===== src/rtl/sau_pkg.sv =====
package sau_pkg;
  localparam int XLEN    = 64;
  localparam int HALF_W  = XLEN / 2;
  localparam int INSN_W  = 32;
  localparam int REG_W   = 5;
  localparam int SM_W    = 2;
  localparam int PO_W    = 6;
  localparam int XO_W    = 8;
  localparam int CR_W    = 4;

  typedef enum logic [1:0] {
    OP_NONE = 2'd0,
    OP_FULL = 2'd1,
    OP_WORD = 2'd2
  } op_kind_e;

  typedef struct packed {
    op_kind_e          kind;
    logic [SM_W-1:0]   sm;
    logic              rc;
    logic [REG_W-1:0]  rt;
  } ctrl_t;

  // Scale the second operand by 2^(sm+1) and add the first, wrapping at XLEN.
  function automatic logic [XLEN-1:0] scale_add(
    input logic [XLEN-1:0] a,
    input logic [XLEN-1:0] b,
    input logic [SM_W-1:0] sm,
    input logic            word
  );
    logic [XLEN-1:0] src;
    logic [SM_W:0]   amt;
    src = word ? {{(XLEN-HALF_W){1'b0}}, b[HALF_W-1:0]} : b;
    amt = {1'b0, sm} + 1'b1;
    return (src << amt) + a;
  endfunction

  // Condition nibble {LT, GT, EQ, SO} from a signed view of the value.
  function automatic logic [CR_W-1:0] cond_of(
    input logic [XLEN-1:0] v,
    input logic            so
  );
    logic lt, gt, eq;
    eq = (v == '0);
    lt = v[XLEN-1];
    gt = !lt && !eq;
    return {lt, gt, eq, so};
  endfunction
endpackage


===== src/rtl/sau_decode.sv =====
module sau_decode
  import sau_pkg::*;
#(
  parameter logic [PO_W-1:0] PRIMARY_OP = 6'd22,
  parameter logic [XO_W-1:0] XO_FULL    = 8'd110,
  parameter logic [XO_W-1:0] XO_WORD    = 8'd111
) (
  input  logic [INSN_W-1:0] insn,
  output ctrl_t             ctrl
);
  // Big-endian field k..m sits at vector bits (INSN_W-1-k) down to (INSN_W-1-m).
  localparam int PO_HI = INSN_W - 1;
  localparam int RT_HI = INSN_W - 1 - PO_W;
  localparam int SM_HI = INSN_W - 1 - 21;
  localparam int XO_HI = SM_HI - SM_W;

  logic [PO_W-1:0] po;
  logic [XO_W-1:0] xo;
  logic            po_hit;
  logic            unused_src_fields;

  assign po     = insn[PO_HI -: PO_W];
  assign xo     = insn[XO_HI -: XO_W];
  assign po_hit = (po == PRIMARY_OP);
  assign unused_src_fields = ^insn[RT_HI-REG_W -: 2*REG_W];

  always_comb begin
    ctrl.kind = OP_NONE;
    if (po_hit && xo == XO_FULL)      ctrl.kind = OP_FULL;
    else if (po_hit && xo == XO_WORD) ctrl.kind = OP_WORD;
    ctrl.sm = insn[SM_HI -: SM_W];
    ctrl.rc = insn[0];
    ctrl.rt = insn[RT_HI -: REG_W];
  end
endmodule


===== src/rtl/sau_datapath.sv =====
module sau_datapath
  import sau_pkg::*;
(
  input  logic            clk,
  input  logic            rst,
  input  logic            active,
  input  logic            word_mode,
  input  logic [SM_W-1:0] sm,
  input  logic [XLEN-1:0] a,
  input  logic [XLEN-1:0] b,
  output logic [XLEN-1:0] result
);
  localparam int MAX_SH = (1 << SM_W);

  assign result = scale_add(a, b, sm, word_mode);

  // Growth of the word form is bounded by HALF_W + MAX_SH bits above the addend.
  logic [XLEN-1:0] growth;
  assign growth = result - a;

  a_r4_word_growth_bounded: assert property (@(posedge clk) disable iff (rst)
    (active && word_mode) |-> (growth >> (HALF_W + MAX_SH)) == '0);
endmodule


===== src/rtl/sau_flags.sv =====
module sau_flags
  import sau_pkg::*;
(
  input  logic            clk,
  input  logic            rst,
  input  logic            enable,
  input  logic            so,
  input  logic [XLEN-1:0] value,
  output logic            we,
  output logic [CR_W-1:0] field
);
  assign we    = enable;
  assign field = cond_of(value, so);

  a_r7_one_relation: assert property (@(posedge clk) disable iff (rst)
    we |-> $countones(field[CR_W-1:1]) == 1);
  a_r7_eq_matches_zero: assert property (@(posedge clk) disable iff (rst)
    (we && field[1]) |-> value == '0);
endmodule


===== src/rtl/scaled_add_unit.sv =====
module scaled_add_unit
  import sau_pkg::*;
#(
  parameter logic [PO_W-1:0] PRIMARY_OP = 6'd22,
  parameter logic [XO_W-1:0] XO_FULL    = 8'd110,
  parameter logic [XO_W-1:0] XO_WORD    = 8'd111
) (
  input  logic              clk,
  input  logic              rst,
  input  logic              in_valid,
  input  logic [INSN_W-1:0] insn,
  input  logic [XLEN-1:0]   ra_val,
  input  logic [XLEN-1:0]   rb_val,
  input  logic              so_in,
  output logic              out_valid,
  output logic [XLEN-1:0]   out_result,
  output logic [REG_W-1:0]  out_rt,
  output logic              cr_we,
  output logic [CR_W-1:0]   cr_field,
  output logic              illegal
);
  ctrl_t           ctrl_d, ctrl_q;
  logic            v_q, so_q;
  logic [XLEN-1:0] ra_q, rb_q;
  logic            legal_q, word_q, rec_hit;

  sau_decode #(
    .PRIMARY_OP(PRIMARY_OP), .XO_FULL(XO_FULL), .XO_WORD(XO_WORD)
  ) u_decode (
    .insn (insn),
    .ctrl (ctrl_d)
  );

  always_ff @(posedge clk) begin
    if (rst) v_q <= 1'b0;
    else     v_q <= in_valid;
    if (in_valid) begin
      ctrl_q <= ctrl_d;
      ra_q   <= ra_val;
      rb_q   <= rb_val;
      so_q   <= so_in;
    end
  end

  assign legal_q = (ctrl_q.kind != OP_NONE);
  assign word_q  = (ctrl_q.kind == OP_WORD);
  assign rec_hit = v_q && legal_q && ctrl_q.rc;

  sau_datapath u_dp (
    .clk       (clk),
    .rst       (rst),
    .active    (out_valid),
    .word_mode (word_q),
    .sm        (ctrl_q.sm),
    .a         (ra_q),
    .b         (rb_q),
    .result    (out_result)
  );

  sau_flags u_flags (
    .clk    (clk),
    .rst    (rst),
    .enable (rec_hit),
    .so     (so_q),
    .value  (out_result),
    .we     (cr_we),
    .field  (cr_field)
  );

  assign out_valid = v_q && legal_q;
  assign illegal   = v_q && !legal_q;
  assign out_rt    = ctrl_q.rt;

  a_r8_valid_needs_input: assert property (@(posedge clk) disable iff (rst)
    out_valid |-> $past(in_valid));
  a_r6_illegal_needs_input: assert property (@(posedge clk) disable iff (rst)
    illegal |-> ($past(in_valid) && !out_valid));
  a_r7_cr_with_result: assert property (@(posedge clk) disable iff (rst)
    cr_we |-> out_valid);
  a_r8_single_pulse: assert property (@(posedge clk) disable iff (rst)
    out_valid |=> (!out_valid || $past(in_valid)));
endmodule


===== config.mk =====
export PLATFORM = sky130hd
export DESIGN_NAME = scaled_add_unit
export DESIGN_NICKNAME = d
export VERILOG_FILES = /design/src/rtl/sau_pkg.sv /design/src/rtl/sau_decode.sv /design/src/rtl/sau_datapath.sv /design/src/rtl/sau_flags.sv /design/src/rtl/scaled_add_unit.sv
export SDC_FILE = /design/constraint.sdc
export NUM_CORES = 1
export LEC_CHECK = 0
export BUFFER_PORTS_ARGS = -buffer_cell sky130_fd_sc_hd__buf_2
export CORE_MARGIN = 2
export CORE_UTILIZATION = 51
export DETAILED_ROUTE_END_ITERATION = 7
export PLACE_DENSITY_LB_ADDON = 0.05
export SLEW_MARGIN = 20
export SYNTH_ARGS = -nofsm -noshare
export SYNTH_HDL_FRONTEND = slang
export SYNTH_SLANG_ARGS = --single-unit
export TNS_END_PERCENT = 10

===== constraint.sdc =====
create_clock -name clk -period 6.9 [get_ports clk]
set_clock_uncertainty 0.1 [all_clocks]
set_input_delay 1.38 -clock clk [delete_from_list [all_inputs] [get_ports clk]]
set_output_delay 1.38 -clock clk [all_outputs]
set_load 0.02 [all_outputs]

# Yosys cells after proc, flatten, opt, wreduce, memory -nomap -nowiden
# Index checks and enable logic that the tools add are counted.
[word_totals] regBits=140 latchBits=0 ram_bits=0 romBits=0 inputBits=164 out_inout_bits=76 mem_count=0
[classes] addsub=2 multipliers=0 n_div=0 order_cmp=0 n_eq_ne=4 shifts=1 n_mux=2 bitwise=0 reduce_logical=11
[op_table] operator="$add A64 B64 Y64" count=1
[op_table] operator="$logic_not A64 Y1" count=1
[op_table] operator="$mux W64" count=1
[op_table] operator="$shl A64 B3 Y64" count=1
[op_table] operator="$eq A8 B7 Y1 const B" count=2
[op_table] operator="$eq A6 B5 Y1 const B" count=1
[op_table] operator="$logic_and A1 B1 Y1" count=6
[op_table] operator="$add A2 B1 Y3 const B" count=1
[op_table] operator="$logic_not A1 Y1" count=3
[op_table] operator="$eq A2 B2 Y1 const B" count=1
[op_table] operator="$mux W2" count=1
[op_table] operator="$reduce_bool A2 Y1" count=1

# Logic depth before layout (Yosys ltp)
# Gate-level depths: netlist of the first run.
[logic_depth] word_depth=7 ltp_mapped=23 mapped_depth_nobuf=19

# By module
# A second synthesis of the first run with hierarchy kept.
[unflattened] hier_cells=1066 area_unflattened_um2=11151.9
[by_module_without_submodules] module="sau_datapath" instances=1 cells_per_inst=876 area_per_inst_um2=6572.6 seq_area_each_um2=0.0
[by_module_without_submodules] module="scaled_add_unit" instances=1 cells_per_inst=150 area_per_inst_um2=4274.1 seq_area_each_um2=4194.0
[by_module_without_submodules] module="sau_flags" instances=1 cells_per_inst=25 area_per_inst_um2=188.9 seq_area_each_um2=0.0
[by_module_without_submodules] module="sau_decode" instances=1 cells_per_inst=15 area_per_inst_um2=116.4 seq_area_each_um2=0.0

# Least setup slack after synthesis of the first run
# OpenSTA, ideal clock, no wires.
[synth_path] path_type="reg-to-output" startpoint="register ctrl_q[6] (netlist bit)" endpoint="output cr_field[1]" arrival_ns=6.350 t_required_ns=5.420 path_slack_ns=-0.930 path_stages_with_launch=20 n_path_buf=5 cell_sequence="edfxtp_1 ha_1 clkbuf_1 clkbuf_1 clkbuf_1 buf_1 clkbuf_1 nor3_1 ha_1 fa_1 a21o_2 a221oi_4 xnor2_1 a211o_1 or4b_1 or4_1 or3_1 nor4_2 nand4_1 nor4_1"
[synth_between] elab_chain_len=4
[synth_rtl] item="start, declared" line="scaled_add_unit.sv:22" source="ctrl_t ctrl_d, ctrl_q;"
[synth_rtl] item="start signal, assigned" line="scaled_add_unit.sv:38" source="ctrl_q <= ctrl_d;"
[synth_rtl] item="$add A2 B1 Y3" line="sau_pkg.sv:34" source="amt = {1'b0, sm} + 1'b1;"
[synth_rtl] item="$shl A64 B3 Y64" line="sau_pkg.sv:35" source="return (src << amt) + a;"
[synth_rtl] item="$add A64 B64 Y64" line="sau_pkg.sv:35"
[synth_rtl] item="net out_result[6]" line="scaled_add_unit.sv:16" source="output logic [XLEN-1:0] out_result,"
[synth_rtl] item="$logic_not A64 Y1" line="sau_pkg.sv:44" source="eq = (v == '0);"
[synth_rtl] item="end, declared" line="scaled_add_unit.sv:19" source="output logic [CR_W-1:0] cr_field,"
# The timed path passes the listed nets, and every way through them passes these cells.

# Final worst setup path of the first run
[layout_path] startpoint="register ctrl_q[7] (netlist bit)" endpoint="output cr_field[2]"
[layout_between] elab_chain_len=6 elab_cells_between_ends=7 cone_classes="add/sub (2); shift (1); reduce/logical (4)"
[layout_rtl] item="$add A2 B1 Y3 (*)" line="sau_pkg.sv:34"
[layout_rtl] item="$shl A64 B3 Y64 (*)" line="sau_pkg.sv:35"
[layout_rtl] item="$add A64 B64 Y64 (*)" line="sau_pkg.sv:35"
[layout_rtl] item="$logic_not A64 Y1" line="sau_pkg.sv:44"
[layout_rtl] item="$logic_not A1 Y1" line="sau_pkg.sv:46" source="gt = !lt && !eq;"
[layout_rtl] item="$logic_and A1 B1 Y1 (*)" line="sau_pkg.sv:46"
# Mark *: on every way between the ends. The rest lies on a longest branch, timed or not.

==> results of run 1 <==
-- Yosys cell counts, drive strengths merged, types with 5 or more instances --
library cell	instances
nor4	12
inv	18
nand4	40
buf	22
and2	10
and4	8
xnor2	28
ha	65
nand2	119
a211oi	12
o211ai	13
a221oi	8
a21o	21
and3	5
o31ai	6
o21a	21
edfxtp	139
mux2	35
or4	6
xor2	23
nor2b	6
or3	12
o21ai	75
a22oi	5
or2	5
nor3	28
clkbuf	63
nor2	85
mux2i	37
a21oi	91
o21bai	9
a31o	8
mux4	34
a31oi	6
nand3	19
-- cell usage in the layout, fill, tap and decap left out, drive strengths merged, types with 6 or more instances in the layout --
master | synthesis | final
a211oi | 12 | 12
a21o | 21 | 21
a21oi | 91 | 91
a221oi | 8 | 8
a31o | 8 | 8
a31oi | 6 | 6
and2 | 10 | 10
and4 | 8 | 8
buf | 22 | 548
clkbuf | 63 | 17
edfxtp | 139 | 139
ha | 65 | 65
inv | 18 | 28
mux2 | 35 | 35
mux2i | 37 | 37
mux4 | 34 | 34
nand2 | 119 | 119
nand3 | 19 | 19
nand4 | 40 | 40
nor2 | 85 | 85
nor2b | 6 | 6
nor3 | 28 | 28
nor4 | 12 | 12
o211ai | 13 | 13
o21a | 21 | 21
o21ai | 75 | 75
o21bai | 9 | 9
o31ai | 6 | 6
or3 | 12 | 12
or4 | 6 | 6
xnor2 | 28 | 28
xor2 | 23 | 23
-- final timing paths --
check             startpoint          end  slack, ns  cells past startpoint
setup / recovery   ctrl_q[7]  cr_field[2]      -0.54                     21
hold / removal     rb_val[4]      rb_q[4]       1.02                      1
-- kinds of logic (layout without fill, tap and decap cells) --
logic type | after synthesis | in the layout | share of synthesized area, %
simple gates | 368 | 368 | 15.8
fa+ha+maj | 66 | 66 | 7.34
mux | 106 | 106 | 13.5
compound gates | 321 | 321 | 18.6
buf+inv | 104 | 598 | 3.96
flops | 140 | 140 | 36.9
xor+xnor | 51 | 51 | 3.93
-- layout make-up --
cell class / count / area share, %
Multi-Input combinational cell: 912 / 44.7
Timing Repair Buffer: 548 / 22.7
Sequential cell: 140 / 26.5
Inverter: 19 / 0.450
Clock inverter: 14 / 0.774
Clock buffer: 17 / 2.68
Tap cell: 280 / 2.21
-- flip-flops by register name (all words and copies together), names as in the netlist --
signal / cells
ctrl_q: 5
out_rt: 5
ra_q: 64
rb_q: 64
so_q: 1
v_q: 1
-- metal layers --
metal	vias to the layer above	GRT usage, %	share of wire, %
li1	5435	-	-
met1	5373	47.8	46
met5	-	0	0
met2	551	47.8	44
met3	55	5.39	8.2
met4	0	9.44	2.3
-- power breakdown --
part	switching, uW	internal [uW]	total (uW)
clock network	431	473	903
registers	43.4	1010	1060
logic	1720	1400	3120
-- metrics by stage --
| step | instance area, um2 | TNS, ns | cells | hold slack [ns] |
|---|---|---|---|---|
| global route | 15800 | -1.61 | 1930 | 1.00 |
| global placement | 14900 | -0.508 | 1889 | 1.44 |
| floorplan | 11400 | 0 | 1156 | 1.35 |
| finish | 15800 | -0.998 | 1930 | 1.02 |
| detailed placement | 14900 | -0.457 | 1889 | 1.46 |
| CTS | 15800 | -0.764 | 1930 | 1.01 |
-- timing repair --
action | CTS | global route
gates cloned | 0 | 0
setup buffers | 10 | 0
setup endpoints to repair | 3 | 4
pin swaps | 15 | 5
gates resized for setup | 66 | 17
==> impl_summary.md, run 1 <==
Cells and area
The count of nets after finishing is 1,868. The multi-input combinational cells in the finished layout cover a total of 0.00708 mm2. Relative to the synthesized area, the layout overhead comes to 39.6%. Once layout is complete, the utilization of the core stands at between 70% and 80%. 0 antenna diodes ended up in the layout.

In the final layout, the share of cells above drive strength 1 is 44.0%. The filler cell count is 1,648. The register cell area after layout is 0.00419 mm2.

Timing
The number of endpoints with negative hold slack in the final report came to 0. The highest clock rate is 134 MHz. After layout, the worst setup slack is -0.538 ns. The total count of max-transition violations in the final report is 0. Setup violations remaining at the end of the flow were counted as 2.

Setup repair after global routing could not meet its margin everywhere. For the pin with the worst max-slew slack, the measured transition is 0.988 ns. The shortest clock period the worst path allows after layout is around 7.4 ns. The final critical path takes up 108% of the cycle. The normalized max-slew margin is roughly a third.

Routing
The final layout contains routed wiring with a total length of 38,400 um. The via count normalized by instance count is about 6. The first routing iteration left 1,230 violations.

For this run, design rule violations remaining after detail routing come to 0. For this run, the detailed router's first-pass iteration total came to 7. The average wire per cell in the routed design is 19.9 um. Across all layers, the routed design uses between 10k and 15k vias.

Once detail routing completed, the nets flagged for antenna violations numbered 0.

Placement
The detailed placement HPWL is 30,000 um. The final weighted congestion of routability-driven global placement is 0.965. The number of input and output port buffers inserted is 229. Timing analysis after detailed placement gives a worst setup slack of -0.237 ns.

Status
The flow ran to the end, but the final reports show violations. The checks that failed: negative setup slack.

Floorplan
The total core area is 0.0218 mm2. The initial core utilization is 52.0%. The horizontal die dimension is ~150 um. The floorplan has 54 rows. In this run the count of I/O pins placed on the die edge is 240. The die extent in y is 153 um. The die footprint is 0.0235 mm2.

Critical path
The category of the most critical setup path is register to output port. STA puts the critical path data arrival time at 5.96 ns. The critical path goes through ha_4, buf_6, buf_4, mux2_2, mux4_2, ha_1, nand4_1, or3_1, o41ai_1, buf_4, buf_4, o2111ai_1, a21oi_1, nor2_1, and3_1, a2111oi_0, buf_4, nand4_1, buf_6, o41a_1, buf_4.

Data on the critical path is required at its endpoint by 5.42 ns. In this run the worst path has a maximum fanout of 6. For this run, the slowest stage of the critical path takes around 0.56 ns.

The worst setup path is captured at an output port. The buffers plus inverters on the worst setup path is 7. The cell repeated most along the worst path is buf_4. The startpoint class of the critical path is a register. Among cell families on the critical path, the largest total delay comes from compound AO/OA/AOI/OAI gates. For this design, the slowest cell found on the critical path is a2111oi_0.

CTS
TritonCTS built the clock tree. Buffers inserted to repair hold after CTS numbered 0. The number of levels in the clock H-tree is 4. The clock root buffer master is clkbuf_16.

The number of buffers on the longest clock path is 2. Clock-pin slew was measured on the worst setup and hold paths at around 0.080 ns. TritonCTS created 17 clock buffers. The CTS sink count is 140.

Synth
The post-synthesis async set-or-reset flop share is 0%. The cell count after synthesis is 1,156. A synthesized cell averages 9.82 um2. Yosys attributes the largest share of cell area to edfxtp_1, ha_1, mux4_2.

The Yosys step of the flow raised 0 warnings. The number of nets in the synthesized netlist is roughly 1.4k. The number of enable-type register cells in the synthesized netlist is 139. After synthesis, flip-flops and latches occupy a little under two fifths of the total area. Summed over all instances, the cell type with the most area after synthesis is edfxtp_1.

The cell area after synthesis is 0.0114 mm2. The area fraction of the dominant cell type after synthesis is 36.8%. The distinct cell type count after synthesis is 79. Counting flops and latches in the post-synthesis netlist gives 140.

For this run, the leading register cell type out of synthesis is edfxtp_1.

Global route
The total track usage is 31.9%. The total grt overflow is 0. The maximum number of pins on one net before global-route repair is between 80 and 90.

The initial antenna violation count came to 0. The first-pass GRT wire length is 58,500 um. The via count of the first global-routing pass is 10.8k.

Power and ir drop
The power density normalized to cell area is between 300 and 400 mW/mm2. The worst voltage drop across the vdd grid is 0.204 mV. In this run the static leakage power is 0.00682 uW. Overall power consumption after layout is estimated at 5080 uW.

Run
The number of maximum-capacitance constraint violations is 0.

Min path
The worst hold-check path type is input pin to register.
(Power assumes the default switching activity.)
==> inputs of run 2 (changes only) <==
Settings changed: BUFFER_PORTS_ARGS -buffer_cell sky130_fd_sc_hd__buf_2 to -buffer_cell sky130_fd_sc_hd__buf_4, CTS_CLUSTER_DIAMETER set to 100, RECOVER_POWER set to 100.
==> run 2 against run 1 <==
  * The run ends with max-capacitance violations, max-slew violations, negative setup slack left
  * Non-clock buffer count decreased by 15
  * Global-route usage rose by 1.6 points
  * Critical path depth decreased by 1
  * Core utilization increased by 3.4 points
  * Critical endpoint unchanged
  * Highest routed layer unchanged
==> impl_summary.md, run 2 (synthesis gave the netlist of run 1 again) <==
Critical path
The number of buffers and inverters on the critical path is 4. Grouping stages by cell kind, the critical path spends the most delay in simple AND/OR/NAND/NOR gates. For this design, the slowest cell found on the critical path is o41a_1.

The worst setup path is launched from a register. The critical-path maximum fanout is 8. The critical path goes through ha_4, buf_12, buf_12, mux2_2, o211ai_1, nor2_1, a31o_2, ha_1, buf_4, nand2_1, o21bai_2, a21oi_2, and3_1, or4_4, or4_1, or3_4, nor4_4, nand4_1, o41a_1, buf_6. The cell that appears most often on the critical path is buf_12. The worst setup path is of the register to output port kind. The required time of the worst setup path is 5.42 ns. STA puts the critical path data arrival time at 5.90 ns. The worst setup path is captured at an output port. The worst stage delay on the critical path is 0.48 ns.

Cells and area
The post-route netlist has approximately 45% of its cells at a drive strength greater than 1. The repair_antennas step left the layout with diodes totalling 0. The filler-free cell count of the finished design is 1,916. The largest registers in the layout are ra_q: 64 flops, rb_q: 64 flops. Fill cells in the final layout number 1,464. Compared with the post-synthesis result, the final layout area differs by 46.1%. The most frequent standard cell in the layout excluding fill and tap cells is buf_4.

The library cells used most frequently in the layout, excluding fill and tap cells, are buf_4, edfxtp_1, clkbuf_4. The share of the core filled with cells is 76.0%. The total area of multi-input combinational cells is around 0.0073 mm2.

The final layout contains 1,853 nets. Across the whole layout, storage elements account for 0.00419 mm2.

CTS
The CTS sink count is 140. The number of buffers inserted during clock tree synthesis is 17. The clock root buffer master is clkbuf_16. Clock-pin slew was measured on the worst setup and hold paths at approximately 0.070 ns. The number of buffers on the longest clock path is 2. The TritonCTS clock tree is yes. The H-tree generated during clock tree synthesis spans 4 levels.

Run
The tool flagged a number of max-cap violations equal to 2.

Placement
Routability-driven placement finished with a final weighted congestion of 0.951. The number of input and output port buffers inserted is around 230. Before CTS, the worst setup slack after placement is -0.289 ns. After legalization and detailed placement, the total HPWL measured 31,400 um. Once placement completed, the tool counted placed cells totaling 1,858.

Global route
The global-route met1 utilization is about half. The first global-routing pass estimated 61,200 um of wire. The via count of the first global-routing pass is 11.2k.

The total grt overflow is 0. The total track usage is 33.5%. The initial antenna violation count came to 0. The met3 track utilization from global routing is 5.53%. The routing layer with the top usage in global route is met2. Global routing consumed, on the met2 layer, 52.8% of the routing resources. Entering global routing, the biggest net connects 80 pins.

Min path
The min-delay analysis places its worst path in the category input pin to register.

Routing
In this run, the number of DRC markers left after iteration 0 of detailed routing was 1,377. Wires add up to approximately 41,000 um. The number of design rule violations left after detail routing is 0. The average wire per cell in the routed design is 21.6 um. In the routed layout, each cell is associated on average with a via count of 6.14. The remaining antenna violation count is 0.

The number of detailed-route iterations in the first pass is 5. The routed layout has 11.8k vias.

Power and ir drop
Total power for the finished layout comes to 5400 uW. The combinational group share of total power is between 60 and 70%. IR analysis of the VDD net gives a maximum drop of 0.163 mV. The switching part of the total is 42.2%. The power density normalized to cell area is 325 mW/mm2. Cell internal power was estimated by the tool at 3120 uW. For this design the total switching power over the nets is 2280 uW. The share of total power dissipated in sequential elements is 19.7%. For this design the static power due to leakage is 0.00701 uW.

The relative contribution of the clock network to total power is 17.2%.

Timing
The least setup slack across all paths after layout is -0.481 ns. Setup repair after global routing could not meet its margin everywhere. Of the available clock period, the critical path in the final layout requires 107%. The number of endpoints with negative hold slack in the final report is 0.

The total count of max-transition violations in the final report was 143. In this run the tightest slew margin relative to its limit is -179%. The actual transition at the worst max-transition pin is 4.19 ns. Final hold analysis gives a worst-case slack of a little over 1 ns. The highest clock rate is between 100 and 150 MHz. For the finished layout, the period the worst path requires is 7.38 ns.

Setup violations remaining at the end of the flow were counted as 2.

Floorplan
Measured along the x axis, the die boundary spans ~150 um. The die footprint is 0.0235 mm2. The die extent in y is 153 um. The number of rows created at floorplan is 54. Pin placement for this block handled 240 I/O pins.

The total core area is 0.0218 mm2. The initial core utilization is between 50% and 60%.

Status
The run finished, with violations left. The checks that failed: max-capacitance violations, max-slew violations, negative setup slack.
[run 2: cell types whose count changed in the layout (fill, tap and decap cells not counted), moves of 4 or more]
cell,before,now
buf_2,226,0
clkbuf_4,0,136
buf_4,314,372
clkbuf_1,0,11
ha_1,56,45
mux2_2,34,25
mux2_4,1,10
ha_4,9,16
o21ai_0,59,52
ha_2,0,4
inv_6,8,4
o21ai_1,13,17
[run 2: through the flow]
| stage | setup TNS (ns) | area (um2) |
|---|---|---|
| after floorplan | 0 | 11400 |
| after global placement | -0.250 | 15200 |
| after detailed placement | -0.574 | 15200 |
| after CTS | -0.908 | 16300 |
| after global routing | -1.49 | 16600 |
| final | -0.941 | 16600 |
[run 2: cell type report]
class                           instances  area share [%]
Tap cell                              280            2.11
Sequential cell                       140            25.3
Timing Repair Buffer                  533            24.6
Inverter                               19           0.430
Clock buffer                           17            2.57
Multi-Input combinational cell        912            44.1
Clock inverter                         15           0.921
[run 2: layer usage]
metal / vias to the layer above / wire length (um)
met5: - / 0
met4: 0 / 562
met3: 48 / 3990
met2: 667 / 19100
met1: 5644 / 17700
li1: 5406 / -
[run 2: power by group through the flow]
stage | sequential, uW | combinational, uW | clock, uW
after floorplan | 1050 | 1620 | 0
after global placement | 1060 | 3050 | 0
after detailed placement | 1070 | 3090 | 0
after CTS | 1050 | 3240 | 937
after global routing | 1070 | 3600 | 970
final | 1060 | 3400 | 931
[run 2: final timing paths]
path,start,to,cells past startpoint
max,ctrl_q[6],cr_field[2],20
min,rst,v_q,2
[run 2: timing repair]
| item | CTS | global route |
|---|---|---|
| gates cloned | 1 | 1 |
| hold buffers | 0 | 0 |
| pin swaps | 29 | 36 |
| resized for setup | 71 | 60 |
| setup buffers | 16 | 8 |
| setup endpoints to repair | 2 | 5 |
==> inputs of run 3 (changes only) <==
Settings changed: CAP_MARGIN set to 30, MAX_ROUTING_LAYER set to met4.
==> run 3 against run 2 <==
  * Routed wire length increased by 6.8%
  * Global-route usage increased by 1.6 points
  * Final cell count increased by 1.1%
  * The run still ends with max-capacitance violations, max-slew violations, negative setup slack left
  * Power increased by 1.4%
  * Critical path type unchanged
  * Via count increased by 3.4%
==> impl_summary.md, run 3 (synthesis gave the netlist of run 1 again) <==
Power and ir drop
Power comes to 5470 uW. Dividing total power by cell area gives a power density of 326 mW/mm2. Combinational logic is responsible for 62.9% of the overall power. The switching part of the total is 42.1%. The relative contribution of the clock network to total power is 17.6%. Sequential cells account for between 15 and 20% of the total power. The static leakage is 0.00710 uW. IR analysis of the VDD net gives a maximum drop of 0.182 mV. The switching power is 2300 uW. Internal power comes to 3170 uW.

Run
The tool flagged a number of max-cap violations equal to 3.

Min path
The min-delay analysis places its worst path in the category input pin to register. The origin of the worst min-delay path is rst.

Global route
The fraction of met2 tracks used by global routing is a little over half. The via count of the first global-routing pass is 11.3k. The total track usage is 35.1%. The initial antenna violation count is 2. For this run the aggregate overflow at the end of global routing stands at 0. The maximum number of pins on one net before global-route repair is 80.

The first global-routing pass estimated 62,200 um of wire. The global routing stage identified its most utilized layer as met2. For met1 alone, demand over resource in global routing was 49.6%.

The met3 track utilization from global routing is 7.06%.

Floorplan
Pin placement for this block handled 240 I/O pins. After floorplanning, the core was divided into 54 placement rows. The core region is ~0.022 mm2.

For this configuration, the core starts out at a cell density of 52.0%. The die extent in y is around 150 um. The die footprint is 0.0235 mm2. The horizontal die dimension is 153 um.

Timing
The total count of max-transition violations in the final report is 145. For this run, the top clock speed supported by timing is 134 MHz. Setup repair after global routing could not meet its margin everywhere. The shortest clock period the worst path allows after layout is 7.49 ns. Measured against its own limit, the worst slew margin works out to -48.8%. The number of endpoints with negative hold slack in the final report is 0. At the pin with the least slew margin, the transition time is 2.23 ns. The number of endpoints failing setup at the final stage is 3. Dividing the final minimum period by the clock period gives 109%.

The least setup slack across all paths after layout is -0.589 ns.

CTS
TritonCTS built the clock tree. In this run the deepest clock path goes through 2 buffers. The tree is rooted in a clkbuf_16.

Clock-pin slew was measured on the worst setup and hold paths at 0.07 ns. Buffers inserted to repair hold after CTS numbered 0. The CTS sink count is 140. The number of clock buffers added by TritonCTS is 17. The number of levels in the clock H-tree is 4.

Cells and area
Leaving out fill and tap cells, the most frequent cell in the layout is buf_4. The largest registers in the layout are ra_q: 64 flops, rb_q: 64 flops. The post-route netlist has between 40% and 50% of its cells at a drive strength greater than 1. In the layout the commonest cells are buf_4, edfxtp_1, clkbuf_4. Summing all non-filler instances in the final layout gives an area of 0.0168 mm2. The layout overhead on the synthesized area is 48.1%. The count of nets after finishing is 1,874.

Critical path
The critical path contains buffers and inverters numbering 4 combined. The cell repeated most along the worst path is nor2_1. The worst setup path is captured at an output port. The worst setup path is launched from a register. The kind of cell adding the most delay to the critical path is compound AO/OA/AOI/OAI gates.

The launch point of the critical path is ctrl_q[6]. The critical path goes through ha_4, buf_12, buf_16, mux2_2, nor2_1, a211oi_2, a21oi_1, nor2_1, ha_4, buf_4, a21oi_1, o21bai_1, a221oi_2, nor2_1, a211o_1, or4_1, a221o_1, nor4_4, nand4_1, o41a_1, buf_4. The category of the most critical setup path is register to output port. The worst stage delay on the critical path is between 0.4 and 0.5 ns.

For the worst setup path, the data required time is 5.42 ns. For this design, the slowest cell found on the critical path is or4_1. The arrival time at the worst endpoint is 6.01 ns. Of all nets on the critical path, the largest fanout is 18.

Routing
The via count normalized by instance count is 6.28. The initial detailed-routing violation count is ~1.4k. The remaining antenna violation count is 0.

After detailed routing, the average wire length per cell comes to 22.8 um. The total routed wirelength is 44,200 um. The number of vias after detailed routing is 12.2k. The number of detailed-route iterations in the first pass is 7.

The number of design rule violations left after detail routing is 0.

Placement
Once placement finished, the instance area stood at 0.0153 mm2. After legalization and detailed placement, the total HPWL measured 31,000 um. The congestion estimate from routability-driven global placement came to 1.04. The number of input and output port buffers inserted is 229. At the placement stage, the worst setup path has a slack of -0.283 ns.

Status
The flow ran to the end, but the final reports show violations. The final reports fail on max-capacitance violations, max-slew violations, negative setup slack.
==> run 3: changes by cell type in the layout (fill, tap and decap cells not counted), sizes merged <==
cell	previous run	this run
bufbuf	0	1
inv	25	24
clkbuf	166	169
bufinv	1	2
buf	384	402
clkinv	5	3
clkinvlp	3	4
diode	0	1
==> run 3: final timing paths <==
path,end,slack (ns),depth (start not counted)
worst max-delay path,cr_field[2],-0.59,21
worst min-delay path,v_q,1.01,2
==> run 3: final cells by class <==
type                       instances  area [um2]
clock buffer                      18         429
clock inverter                    14         159
sequential                       140        4190
multi-input combinational        912        7320
fill                            1457        5020
tap                              280         350
inverter                          19        75.1
timing repair buffer             554        4280
antenna                            1        2.50
==> run 3: per-layer routing <==
| metal | vias to the layer above | part of all wire [%] |
|---|---|---|
| li1 | 5441 | - |
| met1 | 5751 | 41 |
| met2 | 836 | 45 |
| met3 | 135 | 11 |
| met4 | 0 | 2.8 |
| met5 | - | 0 |
==> run 3: repair_timing <==
action | in CTS | in global routing
pin swaps | 20 | 31
gates resized for setup | 58 | 67
buffers inserted | 14 | 17
endpoints found under the setup margin | 4 | 3
cloned | 2 | 2
==> run 3: stage by stage <==
step                std cells  util [%]  hold slack [ns]  TNS [ns]
finish                   1938      77.0             1.01     -1.13
detailed placement       1870      70.1             1.44    -0.555
CTS                      1918      75.0             1.00    -0.832
floorplan                1156         -             1.35         0
global placement         1870      70.1             1.44    -0.347
global route             1938      77.0             1.01     -1.85
==> run 3: power by group through the flow <==
| stage | Clock [uW] | Combinational (uW) | Sequential [uW] |
|---|---|---|---|
| floorplan | 0 | 1620 | 1050 |
| global placement | 0 | 3070 | 1060 |
| detailed placement | 0 | 3100 | 1070 |
| CTS | 953 | 3240 | 1050 |
| global route | 1000 | 3640 | 1070 |
| finish | 964 | 3440 | 1070 |
